<file path="config.mk">
export PLATFORM = sky130hd
export DESIGN_NAME = spi_cmd_engine
export DESIGN_NICKNAME = d
export VERILOG_FILES = /design/src/rtl/spi_cmd_pkg.sv /design/src/rtl/spi_cmd_clkdiv.sv /design/src/rtl/spi_cmd_bufs.sv /design/src/rtl/spi_cmd_ctrl.sv /design/src/rtl/spi_cmd_engine.sv
export SDC_FILE = /design/constraint.sdc
export NUM_CORES = 1
export LEC_CHECK = 0
export ABC_AREA = 1
export BUFFER_PORTS_ARGS = -buffer_cell sky130_fd_sc_hd__buf_2
export CAP_MARGIN = 25
export CORE_UTILIZATION = 45
export CTS_CLUSTER_SIZE = 10
export DETAILED_ROUTE_END_ITERATION = 8
export PLACE_DENSITY = 0.68
export SETUP_SLACK_MARGIN = 0.4
export SYNTH_ARGS = -nofsm -noshare
export SYNTH_HDL_FRONTEND = slang
export SYNTH_SLANG_ARGS = --single-unit
</file>
<file path="constraint.sdc">
create_clock -name clk_i -period 3.27 [get_ports clk_i]
set_input_delay 0.1635 -clock clk_i [delete_from_list [all_inputs] [get_ports clk_i]]
set_output_delay 0.1635 -clock clk_i [all_outputs]
set_load 0.01 [all_outputs]
</file>
<file path="src/rtl/spi_cmd_pkg.sv">
package spi_cmd_pkg;
  typedef enum logic [2:0] {
    ST_IDLE,
    ST_SETUP,
    ST_HIGH,
    ST_LOW,
    ST_HOLD,
    ST_GAP
  } eng_state_e;
endpackage

</file>
<file path="src/rtl/spi_cmd_clkdiv.sv">
module spi_cmd_clkdiv #(
  parameter int HALF_DIV = 2
) (
  input  logic clk_i,
  input  logic rst_ni,
  input  logic en_i,
  output logic tick_o
);
  localparam int CW = (HALF_DIV > 1) ? $clog2(HALF_DIV) : 1;

  logic [CW-1:0] cnt_q;

  assign tick_o = en_i && (cnt_q == CW'(HALF_DIV - 1));

  always_ff @(posedge clk_i or negedge rst_ni) begin
    if (!rst_ni)      cnt_q <= '0;
    else if (!en_i)   cnt_q <= '0;
    else if (tick_o)  cnt_q <= '0;
    else              cnt_q <= cnt_q + CW'(1);
  end
endmodule

</file>
<file path="src/rtl/spi_cmd_bufs.sv">
module spi_cmd_bufs #(
  parameter int BUF_BYTES = 8,
  parameter int AW        = $clog2(BUF_BYTES),
  parameter int LEN_W     = $clog2(BUF_BYTES + 1)
) (
  input  logic             clk_i,
  input  logic             rst_ni,
  input  logic             busy_i,
  input  logic             cmd_we_i,
  input  logic [AW-1:0]    cmd_addr_i,
  input  logic [7:0]       cmd_data_i,
  input  logic             consume_i,
  input  logic [LEN_W-1:0] fetch_idx_i,
  output logic [7:0]       fetch_data_o,
  input  logic             rsp_we_i,
  input  logic [AW-1:0]    rsp_waddr_i,
  input  logic [7:0]       rsp_wdata_i,
  input  logic [AW-1:0]    rsp_raddr_i,
  output logic [7:0]       rsp_rdata_o
);
  logic [7:0]           cmd_mem [BUF_BYTES];
  logic [BUF_BYTES-1:0] cmd_vld;
  logic [7:0]           rsp_mem [BUF_BYTES];

  for (genvar g = 0; g < BUF_BYTES; g++) begin : g_slot
    logic hit;
    assign hit = cmd_we_i && !busy_i && (cmd_addr_i == AW'(g));

    always_ff @(posedge clk_i or negedge rst_ni) begin
      if (!rst_ni) begin
        cmd_mem[g] <= 8'h00;
        cmd_vld[g] <= 1'b0;
      end else if (hit) begin
        cmd_mem[g] <= cmd_data_i;
        cmd_vld[g] <= 1'b1;
      end else if (consume_i) begin
        cmd_vld[g] <= 1'b0;
      end
    end

    always_ff @(posedge clk_i or negedge rst_ni) begin
      if (!rst_ni)                                   rsp_mem[g] <= 8'h00;
      else if (rsp_we_i && rsp_waddr_i == AW'(g))    rsp_mem[g] <= rsp_wdata_i;
    end
  end

  // unloaded or out-of-range slots go out as dummies
  always_comb begin
    fetch_data_o = 8'h00;
    if (fetch_idx_i < LEN_W'(BUF_BYTES)) begin
      if (cmd_vld[fetch_idx_i[AW-1:0]]) fetch_data_o = cmd_mem[fetch_idx_i[AW-1:0]];
    end
  end

  assign rsp_rdata_o = rsp_mem[rsp_raddr_i];
endmodule

</file>
<file path="src/rtl/spi_cmd_ctrl.sv">
module spi_cmd_ctrl
  import spi_cmd_pkg::*;
#(
  parameter int BUF_BYTES = 8,
  parameter int AW        = $clog2(BUF_BYTES),
  parameter int LEN_W     = $clog2(BUF_BYTES + 1)
) (
  input  logic             clk_i,
  input  logic             rst_ni,
  input  logic             tick_i,
  output logic             tick_en_o,
  input  logic             start_i,
  input  logic [LEN_W-1:0] len_i,
  output logic [LEN_W-1:0] fetch_idx_o,
  input  logic [7:0]       fetch_data_i,
  output logic             consume_o,
  output logic             rsp_we_o,
  output logic [AW-1:0]    rsp_waddr_o,
  output logic [7:0]       rsp_wdata_o,
  output logic [LEN_W-1:0] rsp_count_o,
  output logic             busy_o,
  output logic             done_o,
  output logic             cs_n_o,
  output logic             sclk_o,
  output logic             mosi_o,
  input  logic             miso_i
);
  eng_state_e       state_q;
  logic [2:0]       bit_q;
  logic [LEN_W-1:0] byte_q;
  logic [LEN_W-1:0] len_q;
  logic [7:0]       tx_q;
  logic [6:0]       rx_q;
  logic [AW-1:0]    rptr_q;
  logic [LEN_W-1:0] rcnt_q;
  logic             gap_q;
  logic             cs_n_q;
  logic             sclk_q;
  logic             done_q;
  logic             rise;
  logic             last_bit;
  logic             last_byte;

  assign tick_en_o   = (state_q != ST_IDLE);
  assign busy_o      = (state_q != ST_IDLE);
  assign done_o      = done_q;
  assign cs_n_o      = cs_n_q;
  assign sclk_o      = sclk_q;
  assign mosi_o      = cs_n_q ? 1'b0 : tx_q[7];
  assign rsp_count_o = rcnt_q;

  assign fetch_idx_o = (state_q == ST_IDLE) ? '0 : byte_q + LEN_W'(1);
  assign last_bit    = (bit_q == 3'd7);
  assign last_byte   = (byte_q == len_q - LEN_W'(1));
  assign rise        = tick_i && (state_q == ST_SETUP || state_q == ST_LOW);

  // capture only after the opcode byte
  assign rsp_we_o    = rise && last_bit && (byte_q != '0);
  assign rsp_waddr_o = rptr_q;
  assign rsp_wdata_o = {rx_q, miso_i};
  assign consume_o   = tick_i && (state_q == ST_GAP) && gap_q;

  always_ff @(posedge clk_i or negedge rst_ni) begin
    if (!rst_ni) begin
      state_q <= ST_IDLE;
      bit_q   <= '0;
      byte_q  <= '0;
      len_q   <= '0;
      tx_q    <= '0;
      rx_q    <= '0;
      rptr_q  <= '0;
      rcnt_q  <= '0;
      gap_q   <= 1'b0;
      cs_n_q  <= 1'b1;
      sclk_q  <= 1'b0;
      done_q  <= 1'b0;
    end else begin
      done_q <= 1'b0;
      unique case (state_q)
        ST_IDLE: begin
          if (start_i) begin
            if (len_i == '0) begin
              done_q <= 1'b1;
              rcnt_q <= '0;
            end else begin
              state_q <= ST_SETUP;
              cs_n_q  <= 1'b0;
              len_q   <= len_i;
              byte_q  <= '0;
              bit_q   <= '0;
              rptr_q  <= '0;
              tx_q    <= fetch_data_i;
            end
          end
        end
        ST_SETUP, ST_LOW: begin
          if (tick_i) begin
            sclk_q  <= 1'b1;
            rx_q    <= {rx_q[5:0], miso_i};
            state_q <= ST_HIGH;
            if (rsp_we_o) rptr_q <= rptr_q + AW'(1);
          end
        end
        ST_HIGH: begin
          if (tick_i) begin
            sclk_q <= 1'b0;
            if (last_bit && last_byte) begin
              state_q <= ST_HOLD;
            end else if (last_bit) begin
              byte_q  <= byte_q + LEN_W'(1);
              bit_q   <= '0;
              tx_q    <= fetch_data_i;
              state_q <= ST_LOW;
            end else begin
              bit_q   <= bit_q + 3'd1;
              tx_q    <= {tx_q[6:0], 1'b0};
              state_q <= ST_LOW;
            end
          end
        end
        ST_HOLD: begin
          if (tick_i) begin
            cs_n_q  <= 1'b1;
            gap_q   <= 1'b0;
            state_q <= ST_GAP;
          end
        end
        ST_GAP: begin
          if (tick_i) begin
            if (gap_q) begin
              state_q <= ST_IDLE;
              done_q  <= 1'b1;
              rcnt_q  <= len_q - LEN_W'(1);
            end else begin
              gap_q <= 1'b1;
            end
          end
        end
        default: state_q <= ST_IDLE;
      endcase
    end
  end
endmodule

</file>
<file path="src/rtl/spi_cmd_engine.sv">
module spi_cmd_engine #(
  parameter int BUF_BYTES = 8,
  parameter int HALF_DIV  = 2,
  localparam int AW       = $clog2(BUF_BYTES),
  localparam int LEN_W    = $clog2(BUF_BYTES + 1)
) (
  input  logic             clk_i,
  input  logic             rst_ni,
  input  logic             cmd_we_i,
  input  logic [AW-1:0]    cmd_addr_i,
  input  logic [7:0]       cmd_data_i,
  input  logic             len_we_i,
  input  logic [LEN_W-1:0] len_i,
  input  logic             start_i,
  input  logic [AW-1:0]    rsp_addr_i,
  output logic [7:0]       rsp_data_o,
  output logic [LEN_W-1:0] rsp_count_o,
  output logic             busy_o,
  output logic             done_o,
  output logic             cs_n_o,
  output logic             sclk_o,
  output logic             mosi_o,
  input  logic             miso_i
);
  logic [LEN_W-1:0] len_q;
  logic             tick;
  logic             tick_en;
  logic [LEN_W-1:0] fetch_idx;
  logic [7:0]       fetch_data;
  logic             consume;
  logic             rsp_we;
  logic [AW-1:0]    rsp_waddr;
  logic [7:0]       rsp_wdata;

  always_ff @(posedge clk_i or negedge rst_ni) begin
    if (!rst_ni) len_q <= '0;
    else if (len_we_i && !busy_o)
      len_q <= (len_i > LEN_W'(BUF_BYTES)) ? LEN_W'(BUF_BYTES) : len_i;
  end

  spi_cmd_clkdiv #(.HALF_DIV(HALF_DIV)) u_div (
    .clk_i  (clk_i),
    .rst_ni (rst_ni),
    .en_i   (tick_en),
    .tick_o (tick)
  );

  spi_cmd_bufs #(.BUF_BYTES(BUF_BYTES), .AW(AW), .LEN_W(LEN_W)) u_bufs (
    .clk_i        (clk_i),
    .rst_ni       (rst_ni),
    .busy_i       (busy_o),
    .cmd_we_i     (cmd_we_i),
    .cmd_addr_i   (cmd_addr_i),
    .cmd_data_i   (cmd_data_i),
    .consume_i    (consume),
    .fetch_idx_i  (fetch_idx),
    .fetch_data_o (fetch_data),
    .rsp_we_i     (rsp_we),
    .rsp_waddr_i  (rsp_waddr),
    .rsp_wdata_i  (rsp_wdata),
    .rsp_raddr_i  (rsp_addr_i),
    .rsp_rdata_o  (rsp_data_o)
  );

  spi_cmd_ctrl #(.BUF_BYTES(BUF_BYTES), .AW(AW), .LEN_W(LEN_W)) u_ctrl (
    .clk_i        (clk_i),
    .rst_ni       (rst_ni),
    .tick_i       (tick),
    .tick_en_o    (tick_en),
    .start_i      (start_i),
    .len_i        (len_q),
    .fetch_idx_o  (fetch_idx),
    .fetch_data_i (fetch_data),
    .consume_o    (consume),
    .rsp_we_o     (rsp_we),
    .rsp_waddr_o  (rsp_waddr),
    .rsp_wdata_o  (rsp_wdata),
    .rsp_count_o  (rsp_count_o),
    .busy_o       (busy_o),
    .done_o       (done_o),
    .cs_n_o       (cs_n_o),
    .sclk_o       (sclk_o),
    .mosi_o       (mosi_o),
    .miso_i       (miso_i)
  );
endmodule

</file>
Yosys cells after proc, flatten, opt, wreduce, memory -nomap -nowiden

Cells that the tools add are included.

Register bits: 181
Word-level logic and storage cells: 212
Output and inout port bits: 17

Reductions and logical operators: 58
Add/sub/neg operators: 5
Eq/ne operators: 32
Bitwise gates (word level): 3
Multiplexer cells: 71
Order comparisons: 5

Operators with widths:

| operator                                              | count |
|---|---|
| two-way mux 8 bit                                     | 11 |
| binary-select mux 8 bit (select 3 bit)                | 2 |
| two-way mux 3 bit                                     | 15 |
| two-way mux 4 bit                                     | 11 |
| equality test 3 bit, second input constant            | 11 |
| nonzero test 2 bit                                    | 14 |
| logical AND 1 bit                                     | 25 |
| two-way mux 1 bit                                     | 21 |
| equality test 3 x 2 -> 1 bit, second input constant   | 6 |
| case mux 4 bit (2 select lines)                       | 2 |
| case mux 8 bit (2 select lines)                       | 1 |
| case mux 3 bit (5 select lines)                       | 1 |
| AND reduction 5 bit                                   | 3 |
| inequality test 2 x 1 -> 1 bit, second input constant | 6 |
| case mux 3 bit (2 select lines)                       | 2 |
| inequality test 2 bit, second input constant          | 5 |
| equality test 3 x 1 -> 1 bit, second input constant   | 3 |
| zero test 3 bit                                       | 3 |
| AND reduction 3 bit                                   | 3 |
| >= comparator 4 bit, second input constant            | 2 |
| NOT 3 -> 4 bit                                        | 2 |
| case mux 1 bit (2 select lines)                       | 4 |
| AND reduction 7 bit                                   | 1 |
| adder 3 x 1 -> 3 bit, second input constant           | 2 |
| 18 further kinds                                      | 18 |

Depth between registers and ports, before layout

Gate-level depths: netlist of run 1.

Depth after elaboration: 12
Gate-level depth with buffers: 14
Mapped depth without buffers: 14

Modules after synthesis

From an unflattened synthesis of run 1, not the netlist that was laid out.

Cell total of the unflattened synthesis: 1145
Area total of the unflattened synthesis: 8917.3 µm²

By module, submodules not included:

| module         | area each (µm²) | seq. area each (µm²) | cells an instance | instances |
|---|---|---|---|---|
| spi_cmd_bufs   | 6548.8          | 3403.3               | 852               | 1 |
| spi_cmd_ctrl   | 2164.6          | 1002.2               | 270               | 1 |
| spi_cmd_engine | 161.4           | 100.1                | 18                | 1 |
| spi_cmd_clkdiv | 42.5            | 25.0                 | 5                 | 1 |

Worst setup path after synthesis of run 1

Ideal clock, no wire load.

Kind: register -> register
From: register u_ctrl.byte_q[0]
To: register u_ctrl.tx_q[0]
Setup slack: 1244 ps
Stages on the path, launching flop included: 13
Setup time: 117 ps
Buffers on the path: 2
Data arrival time: 1909 ps
Cell sequence: dfrtp_1 inv_2 clkbuf_1 ha_1 nand2_1 buf_2 nand3_1 nand2_1 nand2_4 nand2_1 nor2_1 nand3_1 nand2_1

Cells in the longest elaborated chain, start to end: 12
Elaborated cells between the ends (all ways): 21

Ends and longest elaborated chain:

| what                                                  | line                | source |
|---|---|---|
| start: declaration                                    | spi_cmd_ctrl.sv:30  | `logic [LEN_W-1:0] byte_q;` |
| start signal: assignment                              | spi_cmd_ctrl.sv:110 | `byte_q <= byte_q + LEN_W'(1);` |
| adder 4 x 1 -> 4 bit                                  | spi_cmd_ctrl.sv:52  | `assign fetch_idx_o = (state_q == ST_IDLE) ? '0 : byte_q + LEN_W'(1);` |
| two-way mux 4 bit                                     | spi_cmd_ctrl.sv:52  |  |
| NOT 3 -> 4 bit (not written as such)                  | spi_cmd_bufs.sv:51  | `if (cmd_vld[fetch_idx_i[AW-1:0]]) fetch_data_o = cmd_mem[fetch_idx_i[AW-1:0]];` |
| binary-select mux 8 bit (select 3 bit)                | spi_cmd_bufs.sv:51  |  |
| two-way mux 8 bit (not written as such) (2 in series) | spi_cmd_bufs.sv:51  |  |
| two-way mux 8 bit                                     | spi_cmd_bufs.sv:51  |  |
| two-way mux 8 bit                                     | spi_cmd_bufs.sv:50  | `if (fetch_idx_i < LEN_W'(BUF_BYTES)) begin` |
| two-way mux 8 bit                                     | spi_cmd_ctrl.sv:109 | `end else if (last_bit) begin` |
| two-way mux 8 bit                                     | spi_cmd_ctrl.sv:107 | `if (last_bit && last_byte) begin` |
| two-way mux 8 bit                                     | spi_cmd_ctrl.sv:105 | `if (tick_i) begin` |
| case mux 8 bit (2 select lines)                       | spi_cmd_ctrl.sv:79  | `unique case (state_q)` |
| end signal: assignment                                | spi_cmd_ctrl.sv:92  | `tx_q <= fetch_data_i;` |
| end signal: assignment                                | spi_cmd_ctrl.sv:112 | `tx_q <= fetch_data_i;` |
| end signal: assignment                                | spi_cmd_ctrl.sv:116 | `tx_q <= {tx_q[6:0], 1'b0};` |
| end: declaration                                      | spi_cmd_ctrl.sv:32  | `logic [7:0] tx_q;` |

Several ways; a longest one is shown, not always the timed one. The select of a mux whose other input is x is not followed.
A chain may end at the register's enable or synchronous reset.

Worst setup path after layout of run 1

From: register u_ctrl.state_q[2]
To: register u_ctrl.tx_q[5]

Cells in the longest elaborated chain, start to end: 12
Elaborated cells between the ends (all ways): 26

Ends and longest elaborated chain:

| what                                                  | line                                   | source |
|---|---|---|
| start: declaration                                    | spi_cmd_ctrl.sv:28                     | `eng_state_e state_q;` |
| start signal: assignment                              | spi_cmd_ctrl.sv:65                     | `state_q <= ST_IDLE;` |
| start signal: assignment                              | spi_cmd_ctrl.sv:86                     | `state_q <= ST_SETUP;` |
| start signal: assignment                              | spi_cmd_ctrl.sv:100                    | `state_q <= ST_HIGH;` |
| zero test 3 bit                                       | spi_cmd_ctrl.sv:52, spi_cmd_ctrl.sv:79 |  |
| two-way mux 4 bit                                     | spi_cmd_ctrl.sv:52                     |  |
| NOT 3 -> 4 bit (not written as such)                  | spi_cmd_bufs.sv:51                     |  |
| binary-select mux 8 bit (select 3 bit)                | spi_cmd_bufs.sv:51                     |  |
| two-way mux 8 bit (not written as such) (2 in series) | spi_cmd_bufs.sv:51                     |  |
| two-way mux 8 bit                                     | spi_cmd_bufs.sv:51                     |  |
| two-way mux 8 bit                                     | spi_cmd_bufs.sv:50                     |  |
| two-way mux 8 bit                                     | spi_cmd_ctrl.sv:109                    |  |
| two-way mux 8 bit                                     | spi_cmd_ctrl.sv:107                    |  |
| two-way mux 8 bit                                     | spi_cmd_ctrl.sv:105                    |  |
| case mux 8 bit (2 select lines)                       | spi_cmd_ctrl.sv:79                     |  |

Several ways; a longest one is shown, not always the timed one. The select of a mux whose other input is x is not followed.

==> results.sh, run 1 <==
export IMPL_status="completed"
export IMPL_cts_buffers_inserted=17
export IMPL_grt_start_max_net_pins=81
export IMPL_clock_sinks=181
export IMPL_cp_top_family="simple AND/OR/NAND/NOR gates"
export IMPL_p_clk_share_pct=27.8
export IMPL_cp_cell_sequence="inv_2 -> nand2_2 -> nand2_2 -> buf_4 -> nand2_1 -> nand3_1 -> nand2_1 -> nand2_1 -> nand2_1 -> nand3_2 -> a21oi_2"
export IMPL_die_w_microns=142.7
export IMPL_post_dp_hpwl_microns=13040
export IMPL_finClkSkew_ps=8.353
export IMPL_max_freq_ghz=0.4035
export IMPL_fin_crit_sh_pct=75.80
export IMPL_vias=6998
export IMPL_p_per_area_nw_per_um2=785.1
export IMPL_io_buffers=40
export IMPL_worstPathArrival_ps=2830
export IMPL_drive_above_1_share_pct=13.99
export IMPL_hold_viol=0
export IMPL_p_int_uw=4864
export IMPL_rr_startpoint="u_ctrl.state_q[2]"
export IMPL_start_kind="register"
export IMPL_cts_hold_buf=4
export IMPL_hold_end="len_q[3]"
export IMPL_grt_pass1_wl_microns=33590
export IMPL_grt_pass1_vias=6692
export IMPL_initial_core_util_pct=45.78
export IMPL_ys_types=37
export IMPL_routed_via_density=5.071
export IMPL_ys_ff_latch=181
export IMPL_cp_common_cell="nand2_1"
export IMPL_globalRoute_totalOverflow=0
export IMPL_drt_first_pass_iters=5
export IMPL_cp_num_buf_inv=2
export IMPL_syn2layout_area_growth_pct=11.11
export IMPL_diodes=0
export IMPL_worst_pin_slew_ps=945.4
export IMPL_ys_seq_area_share_pct=50.85
export IMPL_ff2ff_path_depth=11
export IMPL_htreeDepth=4
export IMPL_final_antenna_net_count=0
export IMPL_maxSlewViolCount=0
export IMPL_path_clk_slew_ps=70
export IMPL_cts_setup_buffers=0
export IMPL_cp_end_kind="register"
export IMPL_synthesis_area_per_instance_sq_um=8.273
export IMPL_cts_tree="yes"
export IMPL_relSlewSlack_pct=36.90
export IMPL_p_seq_share_pct=37.6
export IMPL_power_leakage_uw=0.004779
export IMPL_p_switching_uw=2907
export IMPL_ir_worst_vdd_mv=0.6793
export IMPL_cap_viol_max_count=0
export IMPL_stdcell_area_sq_um=9899
export IMPL_path_class="reg -> reg"
export IMPL_routedWlPerCell_microns=14.44
export IMPL_rows=51
export IMPL_netlist_area_sq_um=8910
export IMPL_synth_fp_nets=1112
export IMPL_pin_count=41
export IMPL_core_area_sq_um=19460
export IMPL_cts_root_buf="clkbuf_16"
export IMPL_routabilityCongestion=0.7952
export IMPL_p_comb_share_pct=34.6
export IMPL_grt_usage_pct=21.31
export IMPL_swShare_pct=37.41
export IMPL_holdCritStartpoint="len_i[3]"
export IMPL_drt_iter0_markers=476
export IMPL_netlist_instances=1077
export IMPL_r2r_slack_ps=790
export IMPL_placed_cell_area_sq_um=9229
export IMPL_fill_cells=1844
export IMPL_critical_path_slowest_cell="dfrtp_1"
export IMPL_cts_buffer_depth=2
export IMPL_grt_setup_unrepaired="no"
export IMPL_yosysWarnings=0
export IMPL_min_path_type="in -> reg"
export IMPL_worst_skew_pair_late_latency_ps=430
export IMPL_setup_violations=0
export IMPL_worstHoldPathCells=3
export IMPL_regToRegEndpoint="u_ctrl.tx_q[5]"
export IMPL_cpPeakStageDelay_ps=630
export IMPL_wl_microns=19920
export IMPL_critPathMaxFanout=27
export IMPL_tns_ps=0
export IMPL_cp_required_ps=3630
export IMPL_die_area_sq_um=20370
export IMPL_post_cts_resized=0
export IMPL_final_nets=1137
export IMPL_die_y_microns=142.7
export IMPL_drc_errors=0
export IMPL_antenna_found_initial=0
export IMPL_post_route_min_period_ps=2479
-- cells in the mapped netlist, drive strengths merged --
| master | count | share of area (%) |
|---|---|---|
| a211oi | 1 | 0.14 |
| a21oi | 13 | 1.2 |
| a31oi | 8 | 0.56 |
| buf | 21 | 2.1 |
| clkbuf | 23 | 0.97 |
| clkinv | 1 | 0.042 |
| dfrtp | 180 | 51 |
| dfstp | 1 | 0.29 |
| ha | 11 | 1.5 |
| inv | 112 | 4.7 |
| nand2 | 311 | 14 |
| nand3 | 86 | 6.2 |
| nand4 | 1 | 0.070 |
| nor2 | 99 | 4.9 |
| nor3 | 1 | 0.18 |
| o211ai | 2 | 0.17 |
| o21a | 1 | 0.084 |
| o21ai | 188 | 11 |
| o22ai | 14 | 0.98 |
| or2 | 1 | 0.070 |
| xor2 | 2 | 0.20 |
-- final cells by class --
cell class	count	area [sq um]	area share (%)
clock buffer	24	511.7	5.169
clock inverter	8	118.9	1.201
multi-input combinational	739	3679	37.16
sequential	181	4531	45.77
inverter	113	424.2	4.285
timing repair buffer	50	304.0	3.071
tap	265	331.6	3.349
-- power groups by stage --
| stage | Combinational [uW] | Clock (uW) | Sequential, uW |
|---|---|---|---|
| 6_report | 2690 | 2160 | 2920 |
| 5_1_grt | 3090 | 2280 | 2970 |
| 4_1_cts | 2700 | 2200 | 2920 |
| 3_5_place_dp | 2670 | 0 | 2950 |
| 3_3_place_gp | 2630 | 0 | 2940 |
| 2_1_floorplan | 2150 | 0 | 2900 |
-- logic make-up after synthesis --
group	Yosys count	share of synthesized area, %
adder cells (fa/ha/maj)	11	1.545
flip-flops	181	50.85
AO/OA/AOI/OAI	227	14.32
XOR/XNOR	2	0.1966
buffers and inverters	157	7.864
AND/OR/NAND/NOR	499	25.22
-- metal layers --
layer | wire (microns) | global-route usage, %
met4 | 215 | 6.055
met5 | 0 | 0
met1 | 9503 | 28.96
met3 | 832 | 4.628
met2 | 9369 | 34.26
-- worst max-delay path by stage --
| stage | startpoint | endpoint | slack, ps | cells after the start |
|---|---|---|---|---|
| after floorplan | u_ctrl.byte_q[0] | u_ctrl.tx_q[0] | 1240 | 12 |
| after global placement | u_ctrl.state_q[2] | u_ctrl.tx_q[7] | 940 | 11 |
| after detailed placement | u_ctrl.state_q[2] | u_ctrl.tx_q[7] | 870 | 11 |
| after CTS | u_ctrl.state_q[2] | u_ctrl.tx_q[5] | 810 | 11 |
| after global routing | u_ctrl.state_q[2] | u_ctrl.tx_q[5] | 530 | 11 |
| final | u_ctrl.state_q[2] | u_ctrl.tx_q[5] | 790 | 11 |
-- flip-flops by register name, indices dropped and copies added, names as in the netlist, 4 cells and up --
signal and cells:
len_q 4, u_bufs.cmd_mem 64, u_bufs.cmd_vld 8, u_bufs.rsp_mem 64, u_ctrl.byte_q 4, u_ctrl.len_q 4, u_ctrl.rsp_count_o 4, u_ctrl.rx_q 7
u_ctrl.tx_q 8
-- metrics by stage --
step                      hold slack (ps)  std cells  util, %  setup WS, ps  total power, uW
after detailed placement            219.3       1344    47.42         867.3             5628
after global placement              225.3       1344    47.42         938.9             5577
after CTS                           6.088       1380    50.86         805.4             7820
final                               20.64       1380    50.86         791.5             7772
after global routing                40.03       1380    50.86         532.3             8337
after floorplan                    -132.1       1077        -          1244             5049
-- placed cells by master, fill, tap and decap left out, types with 8 or more instances in the layout --
cell and n:
inv_2 11, a31oi_1 8, ha_1 11, nand3_1 71, o21ai_2 16, buf_2 39
nand3_2 9, o21ai_1 51, nand2_1 293, nor2_1 91, o21ai_0 121, dfrtp_1 180
inv_1 101, nand2_2 14, clkbuf_16 17, o22ai_1 14
-- worst reg2reg max path: cells and delay by family (launching register included) --
kind / cells / cell delay, ps
AOI/OAI and AO/OA: 1 / 130
buffers and inverters: 2 / 390
DFF: 1 / 630
and+or+nand+nor: 8 / 1270
Power figures use the tool's default switching activity.
==> inputs of run 2 (changes only) <==
--- a/config.mk
+++ b/config.mk
@@ -5,13 +5,13 @@
 export SDC_FILE = /design/constraint.sdc
 export NUM_CORES = 1
 export LEC_CHECK = 0
-export ABC_AREA = 1
+export ABC_AREA = 0
 export BUFFER_PORTS_ARGS = -buffer_cell sky130_fd_sc_hd__buf_2
 export CAP_MARGIN = 25
 export CORE_UTILIZATION = 45
 export CTS_CLUSTER_SIZE = 10
 export DETAILED_ROUTE_END_ITERATION = 8
-export PLACE_DENSITY = 0.68
+export PLACE_DENSITY = 0.71
 export SETUP_SLACK_MARGIN = 0.4
 export SYNTH_ARGS = -nofsm -noshare
 export SYNTH_HDL_FRONTEND = slang
==> constraint.sdc (replaced) <==
create_clock -name clk_i -period 2.1 [get_ports clk_i]
set_input_delay 0.105 -clock clk_i [delete_from_list [all_inputs] [get_ports clk_i]]
set_output_delay 0.105 -clock clk_i [all_outputs]
set_load 0.01 [all_outputs]
==> results.sh, run 2 <==
export IMPL_synth_ff_type="dfrtp_1"
export IMPL_rows=49
export IMPL_netlist_instances=676
export IMPL_routed_via_density=5.784
export IMPL_fin_ws_ps=-174.5
export IMPL_htreeDepth=4
export IMPL_violations="negative setup slack"
export IMPL_post_route_min_period_ps=2274
export IMPL_final_antenna_net_count=0
export IMPL_yosys_area_top_type="dfrtp_1"
export IMPL_netlist_area_sq_um=8439
export IMPL_clock_sinks=181
export IMPL_grt_pass1_wl_microns=36110
export IMPL_grt_pass1_vias=6491
export IMPL_synth_area_leaders="dfrtp_1 (53%), mux2_2 (19%), mux4_2 (4.8%)"
export IMPL_total_power_uw=12310
export IMPL_fill_cells=1215
export IMPL_wl_microns=23060
export IMPL_holdCritStartpoint="start_i"
export IMPL_final_common_cell="dfrtp_1"
export IMPL_finClkSkew_ps=11.78
export IMPL_cts_buffer_depth=2
export IMPL_tns_ps=-998.5
export IMPL_min_path_type="in -> reg"
export IMPL_status="finished with violations"
export IMPL_post_dp_hpwl_microns=13060
export IMPL_synth_edff_count=0
export IMPL_ys_types=55
export IMPL_cap_viol_max_count=0
export IMPL_final_cell_mix="dfrtp_1 (174), mux2_4 (131), buf_4 (88), nand2_1 (66), buf_6 (32)"
export IMPL_ff2ff_path_depth=7
export IMPL_routedWlPerCell_microns=21.29
export IMPL_synthXorXnorAreaFrac_pct=1.186
export IMPL_drt_iter0_markers=468
export IMPL_yosysWarnings=0
export IMPL_critPathLaunch="u_ctrl.byte_q[0]"
export IMPL_ys_ff_latch=181
export IMPL_cts_tree="yes"
export IMPL_die_area_sq_um=19310
export IMPL_worstPathArrival_ps=2630
export IMPL_routabilityCongestion=0.8357
export IMPL_initial_core_util_pct=46.50
export IMPL_worst_pin_slew_ps=617.9
export IMPL_placed_cell_area_sq_um=9515
export IMPL_ir_worst_vdd_mv=0.7168
export IMPL_maxSlewViolCount=0
export IMPL_yosys_area_share_simple_pct=8.807
export IMPL_relSlewSlack_pct=58.72
export IMPL_die_w_microns=138.9
export IMPL_cts_buffers_inserted=17
export IMPL_syn2layout_area_growth_pct=40.40
export IMPL_rr_startpoint="u_ctrl.byte_q[0]"
export IMPL_drive_above_1_share_pct=51.87
export IMPL_hold_ws_ps=19.16
export IMPL_worstHoldPathCells=3
export IMPL_grt_usage_pct=24.15
export IMPL_fin_crit_sh_pct=108.3
export IMPL_core_area_sq_um=18150
export IMPL_cp_end_kind="register"
export IMPL_path_class="reg -> reg"
export IMPL_synth_top_area_share_pct=53.37
export IMPL_drt_first_pass_iters=7
export IMPL_synth_compound_area_share_pct=7.102
export IMPL_vias=6264
export IMPL_synth_fp_nets=711
export IMPL_synth_mux_area_share_pct=24.83
export IMPL_p_per_area_nw_per_um2=1039
export IMPL_drc_errors=0
export IMPL_power_leakage_uw=0.005645
export IMPL_grt_start_max_net_pins=51
export IMPL_synthesis_area_per_instance_sq_um=12.48
export IMPL_stdcell_area_sq_um=11850
export IMPL_hold_viol=0
export IMPL_synth_top_family_by_area="multiplexers"
export IMPL_max_freq_ghz=0.4397
export IMPL_worst_skew_pair_late_latency_ps=440
export IMPL_setup_violations=8
export IMPL_start_kind="register"
export IMPL_antenna_found_initial=0
export IMPL_cp_required_ps=2450
export IMPL_grt_setup_unrepaired="yes"
export IMPL_final_nets=878
export IMPL_io_buffers=40
export IMPL_synth_fa_ha_area_share_pct=1.631
export IMPL_largest_registers="u_bufs.cmd_mem x64, u_bufs.rsp_mem x64"
export IMPL_cts_root_buf="clkbuf_16"
export IMPL_ys_seq_area_share_pct=53.68
export IMPL_async_flop_share_pct=100.0
export IMPL_path_clk_slew_ps=80
export IMPL_die_y_microns=138.9
export IMPL_netlist_top_cells_count="dfrtp_1 (180), mux2_2 (143), nand2_1 (81), o21ai_0 (35), nor2_1 (26)"
export IMPL_synth_most_common_cell="dfrtp_1"
export IMPL_diodes=0
export IMPL_critPathMaxFanout=6
export IMPL_globalRoute_totalOverflow=0
export IMPL_pin_count=41
[run 2: changes by cell type after synthesis, sizes merged, moves of 7 or more]
cell	delta
nor3	+7
nor2	-70
inv	-92
o21ai	-153
a21o	+7
nand3	-66
a31oi	+8
mux2	+143
o22ai	-10
clkbuf	-10
nand2	-230
mux4	+18
mux2i	+8
[run 2: power by group]
part / internal (uW) / switching [uW]
combinational: 2190 / 2030
sequential: 4150 / 656
clock: 1840 / 1450
[run 2: kinds of logic (layout without fill, tap and decap cells)]
group | count (synthesis) | count (layout)
muxes | 169 | 169
and+or+nand+nor | 159 | 160
AOI/OAI and AO/OA | 94 | 94
DFF | 181 | 181
adders and majority gates | 11 | 11
buffers and inverters | 53 | 230
xor gates and xnor gates | 9 | 9
[run 2: routing by layer]
metal,wire length (microns),share of wire [%],track usage (%),vias to the layer above
met2,11950,52,40.03,194
li1,-,-,-,2752
met3,925,4.0,4.213,36
met1,9714,42,32.19,3282
met4,469,2.0,8.187,0
met5,0,0,0,-
[run 2: critical path: stages (launching register included)]
cell	delay, ps
dfrtp_2	430
clkinvlp_4	140
ha_4	270
mux4_2	350
nand2_2	40
a221o_2	420
or3_1	400
a31oi_1	130
[run 2: repair_timing]
item | 4_1_cts | 5_1_grt
endpoints found under the hold margin | 51 | 0
pin swaps | 31 | 24
setup buffers | 47 | 33
resized for setup | 194 | 46
gates cloned | 1 | 1
setup endpoints to repair | 163 | 166
hold buffers | 10 | 0
[run 2: layout make-up]
cell class / count / area [sq um] / area share, %
repair buffers: 180 / 1652 / 13.94
clock buffers: 19 / 452.9 / 3.823
flip-flops and latches: 181 / 4538 / 38.30
well taps: 229 / 286.5 / 2.418
inverters: 20 / 86.33 / 0.7286
clock inverters: 11 / 141.4 / 1.193
multi-input cells: 443 / 4692 / 39.60
[run 2: path summary, 6_finish.rpt]
kind / slack (ps) / end
min in group asynchronous: 190 / len_q[3]
hold reg to reg: 480 / u_ctrl.rsp_count_o[3]
setup / recovery: -170 / u_ctrl.tx_q[3]
max in group asynchronous: 1200 / u_bufs.rsp_mem[13]
setup reg to reg: -170 / u_ctrl.tx_q[3]
hold / removal: 20 / u_ctrl.done_o
[run 2: per-stage QoR]
step | cells | utilization (%) | worst slack, ps
global route | 1083 | 65.29 | -287.2
detailed placement | 960 | 52.43 | -223.9
global placement | 960 | 52.43 | -79.04
finish | 1083 | 65.29 | -174.5
floorplan | 676 | - | -272.6
CTS | 1048 | 62.64 | -165.7
==> inputs of run 3 (changes only) <==
--- a/config.mk
+++ b/config.mk
@@ -5,12 +5,13 @@
 export SDC_FILE = /design/constraint.sdc
 export NUM_CORES = 1
 export LEC_CHECK = 0
-export ABC_AREA = 0
+export ABC_AREA = 1
 export BUFFER_PORTS_ARGS = -buffer_cell sky130_fd_sc_hd__buf_2
 export CAP_MARGIN = 25
 export CORE_UTILIZATION = 45
 export CTS_CLUSTER_SIZE = 10
 export DETAILED_ROUTE_END_ITERATION = 8
+export HOLD_SLACK_MARGIN = 0.03
 export PLACE_DENSITY = 0.71
 export SETUP_SLACK_MARGIN = 0.4
 export SYNTH_ARGS = -nofsm -noshare
==> results.sh, run 3 (synthesis results as in run 1) <==
export IMPL_final_cell_mix="nand2_1 (234), dfrtp_1 (176), o21ai_0 (97), inv_1 (89), nor2_1 (83)"
export IMPL_vias=7896
export IMPL_fill_cells=1618
export IMPL_drt_first_pass_iters=5
export IMPL_path_class="reg -> reg"
export IMPL_die_y_microns=142.7
export IMPL_fin_util_pct=59.99
export IMPL_relSlewSlack_pct=55.57
export IMPL_initial_core_util_pct=45.78
export IMPL_cp_required_ps=2420
export IMPL_critical_path_slowest_cell="dfrtp_1"
export IMPL_max_freq_ghz=0.5333
export IMPL_htreeDepth=4
export IMPL_wl_microns=25170
export IMPL_wl_met3_microns=1222
export IMPL_start_kind="register"
export IMPL_tns_ps=0
export IMPL_rows=51
export IMPL_drc_errors=0
export IMPL_drive_above_1_share_pct=30.23
export IMPL_worstPathArrival_ps=2190
export IMPL_post_route_min_period_ps=1875
export IMPL_syn2layout_area_growth_pct=31.03
export IMPL_setup_violations=0
export IMPL_fin_crit_sh_pct=89.30
export IMPL_io_buffers=40
export IMPL_top_layer="met4"
export IMPL_placed_cell_area_sq_um=9462
export IMPL_final_antenna_net_count=0
export IMPL_met2_length_microns=13010
export IMPL_routabilityCongestion=0.7964
export IMPL_worst_skew_pair_late_latency_ps=440
export IMPL_final_nets=1246
export IMPL_grt_pass1_vias=7400
export IMPL_drt_iter0_markers=604
export IMPL_cts_root_buf="clkbuf_16"
export IMPL_ir_worst_vdd_mv=0.8816
export IMPL_grt_setup_unrepaired="yes"
export IMPL_die_area_sq_um=20370
export IMPL_cp_cell_sequence="inv_2 -> ha_4 -> xor2_1 -> nand2_1 -> nor2_2 -> buf_4 -> buf_6 -> buf_6 -> buf_6 -> nand2_4 -> a21oi_2 -> o21ai_1"
export IMPL_pin_count=41
export IMPL_p_per_area_nw_per_um2=1283
export IMPL_multiInputGateArea_sq_um=4322
export IMPL_min_path_type="in -> reg"
export IMPL_post_dp_hpwl_microns=13190
export IMPL_cts_tree="yes"
export IMPL_die_w_microns=142.7
export IMPL_stdcell_area_sq_um=11670
export IMPL_worst_pin_slew_ps=664.0
export IMPL_clock_sinks=181
export IMPL_cap_viol_max_count=0
export IMPL_path_clk_slew_ps=80
export IMPL_maxSlewViolCount=0
export IMPL_cpPeakStageDelay_ps=390
export IMPL_grt_pass1_wl_microns=36760
export IMPL_largest_registers="u_bufs.cmd_mem x64, u_bufs.rsp_mem x64"
export IMPL_cp_end_kind="register"
export IMPL_grt_start_max_net_pins=62
export IMPL_seq_area_sq_um=4536
export IMPL_status="completed"
export IMPL_cts_buffers_inserted=17
export IMPL_hold_viol=0
export IMPL_critPathMaxFanout=2
export IMPL_routedWlPerCell_microns=16.91
export IMPL_power_leakage_uw=0.005511
export IMPL_grt_usage_pct=23.33
export IMPL_finClkSkew_ps=19.57
export IMPL_antenna_found_initial=0
export IMPL_globalRoute_totalOverflow=0
export IMPL_diodes=0
export IMPL_core_area_sq_um=19460
export IMPL_cp_common_cell="buf_6"
export IMPL_routed_via_density=5.303
export IMPL_cts_buffer_depth=2
export IMPL_final_common_cell="nand2_1"
export IMPL_wl_met1_microns=10280
-- run 3: changes by cell type in the layout (fill, tap and decap cells not counted), moves of 15 or more --
cell,delta
mux2_4,-131
nand3_1,+46
nand2_4,+17
nand2_1,+168
buf_4,-28
inv_1,+73
o21ai_1,+58
o21ai_0,+79
inv_2,+19
nor2_1,+63
nand2_2,+44
mux4_2,-18
o21ai_2,+15
nand3_2,+16
-- run 3: worst paths after layout --
check / start / to / slack (ps) / cells after the start
worst max register to register: u_ctrl.len_q[1] / u_ctrl.state_q[0] / 220 / 12
worst max-delay path: u_ctrl.len_q[1] / u_ctrl.state_q[0] / 220 / 12
min in group asynchronous: rst_ni / u_bufs.rsp_mem[48] / 220 / 2
worst min-delay path: cmd_data_i[4] / u_bufs.cmd_mem[52] / 30 / 3
max in group asynchronous: rst_ni / u_ctrl.tx_q[4] / 1150 / 3
worst min register to register: u_ctrl.tx_q[0] / u_ctrl.tx_q[0] / 480 / 2
-- run 3: area by class of cell --
class | count | area share (%)
sequential | 181 | 38.85
multi-input combinational | 746 | 37.02
timing repair buffer | 152 | 12.54
inverter | 113 | 3.730
clock buffer | 17 | 3.644
tap | 265 | 2.840
clock inverter | 15 | 1.382
-- run 3: power by group --
group | switching [uW] | internal [uW] | total, uW
sequential | 428 | 4150 | 4580
clock | 1540 | 1690 | 3230
combinational | 3980 | 3190 | 7170
-- run 3: what timing repair did --
item | 4_1_cts | 5_1_grt
endpoints found under the setup margin | 137 | 165
buffers inserted | 34 | 38
hold buffers | 8 | 0
resized for setup | 63 | 146
hold endpoints to repair | 63 | 0
pin swaps | 33 | 50
gates cloned | 6 | 9
-- run 3: routing by layer --
layer	vias to the layer above	GRT usage [%]
li1	3769	-
met1	3818	28.71
met2	251	41.10
met3	58	4.460
met4	0	7.527
met5	-	0
-- run 3: worst max-delay path, delay by kind of cell, from the launching register on --
family,cells,cell delay [ps]
xor+xnor,1,150
simple gates,3,270
flops,1,390
buf+inv,5,450
compound gates,2,210
fa+ha+maj,1,280
-- run 3: stage by stage --
| step | setup slack [ps] | hold WS (ps) | std cells | total power (uW) |
|---|---|---|---|---|
| floorplan | 357.7 | -190.6 | 1077 | 7928 |
| global placement | 169.6 | 144.1 | 1362 | 8976 |
| detailed placement | 153.8 | 135.4 | 1362 | 9074 |
| CTS | 293.0 | 36.72 | 1442 | 13720 |
| global route | 133.1 | 37.62 | 1489 | 15770 |
| finish | 224.7 | 32.89 | 1489 | 14970 |
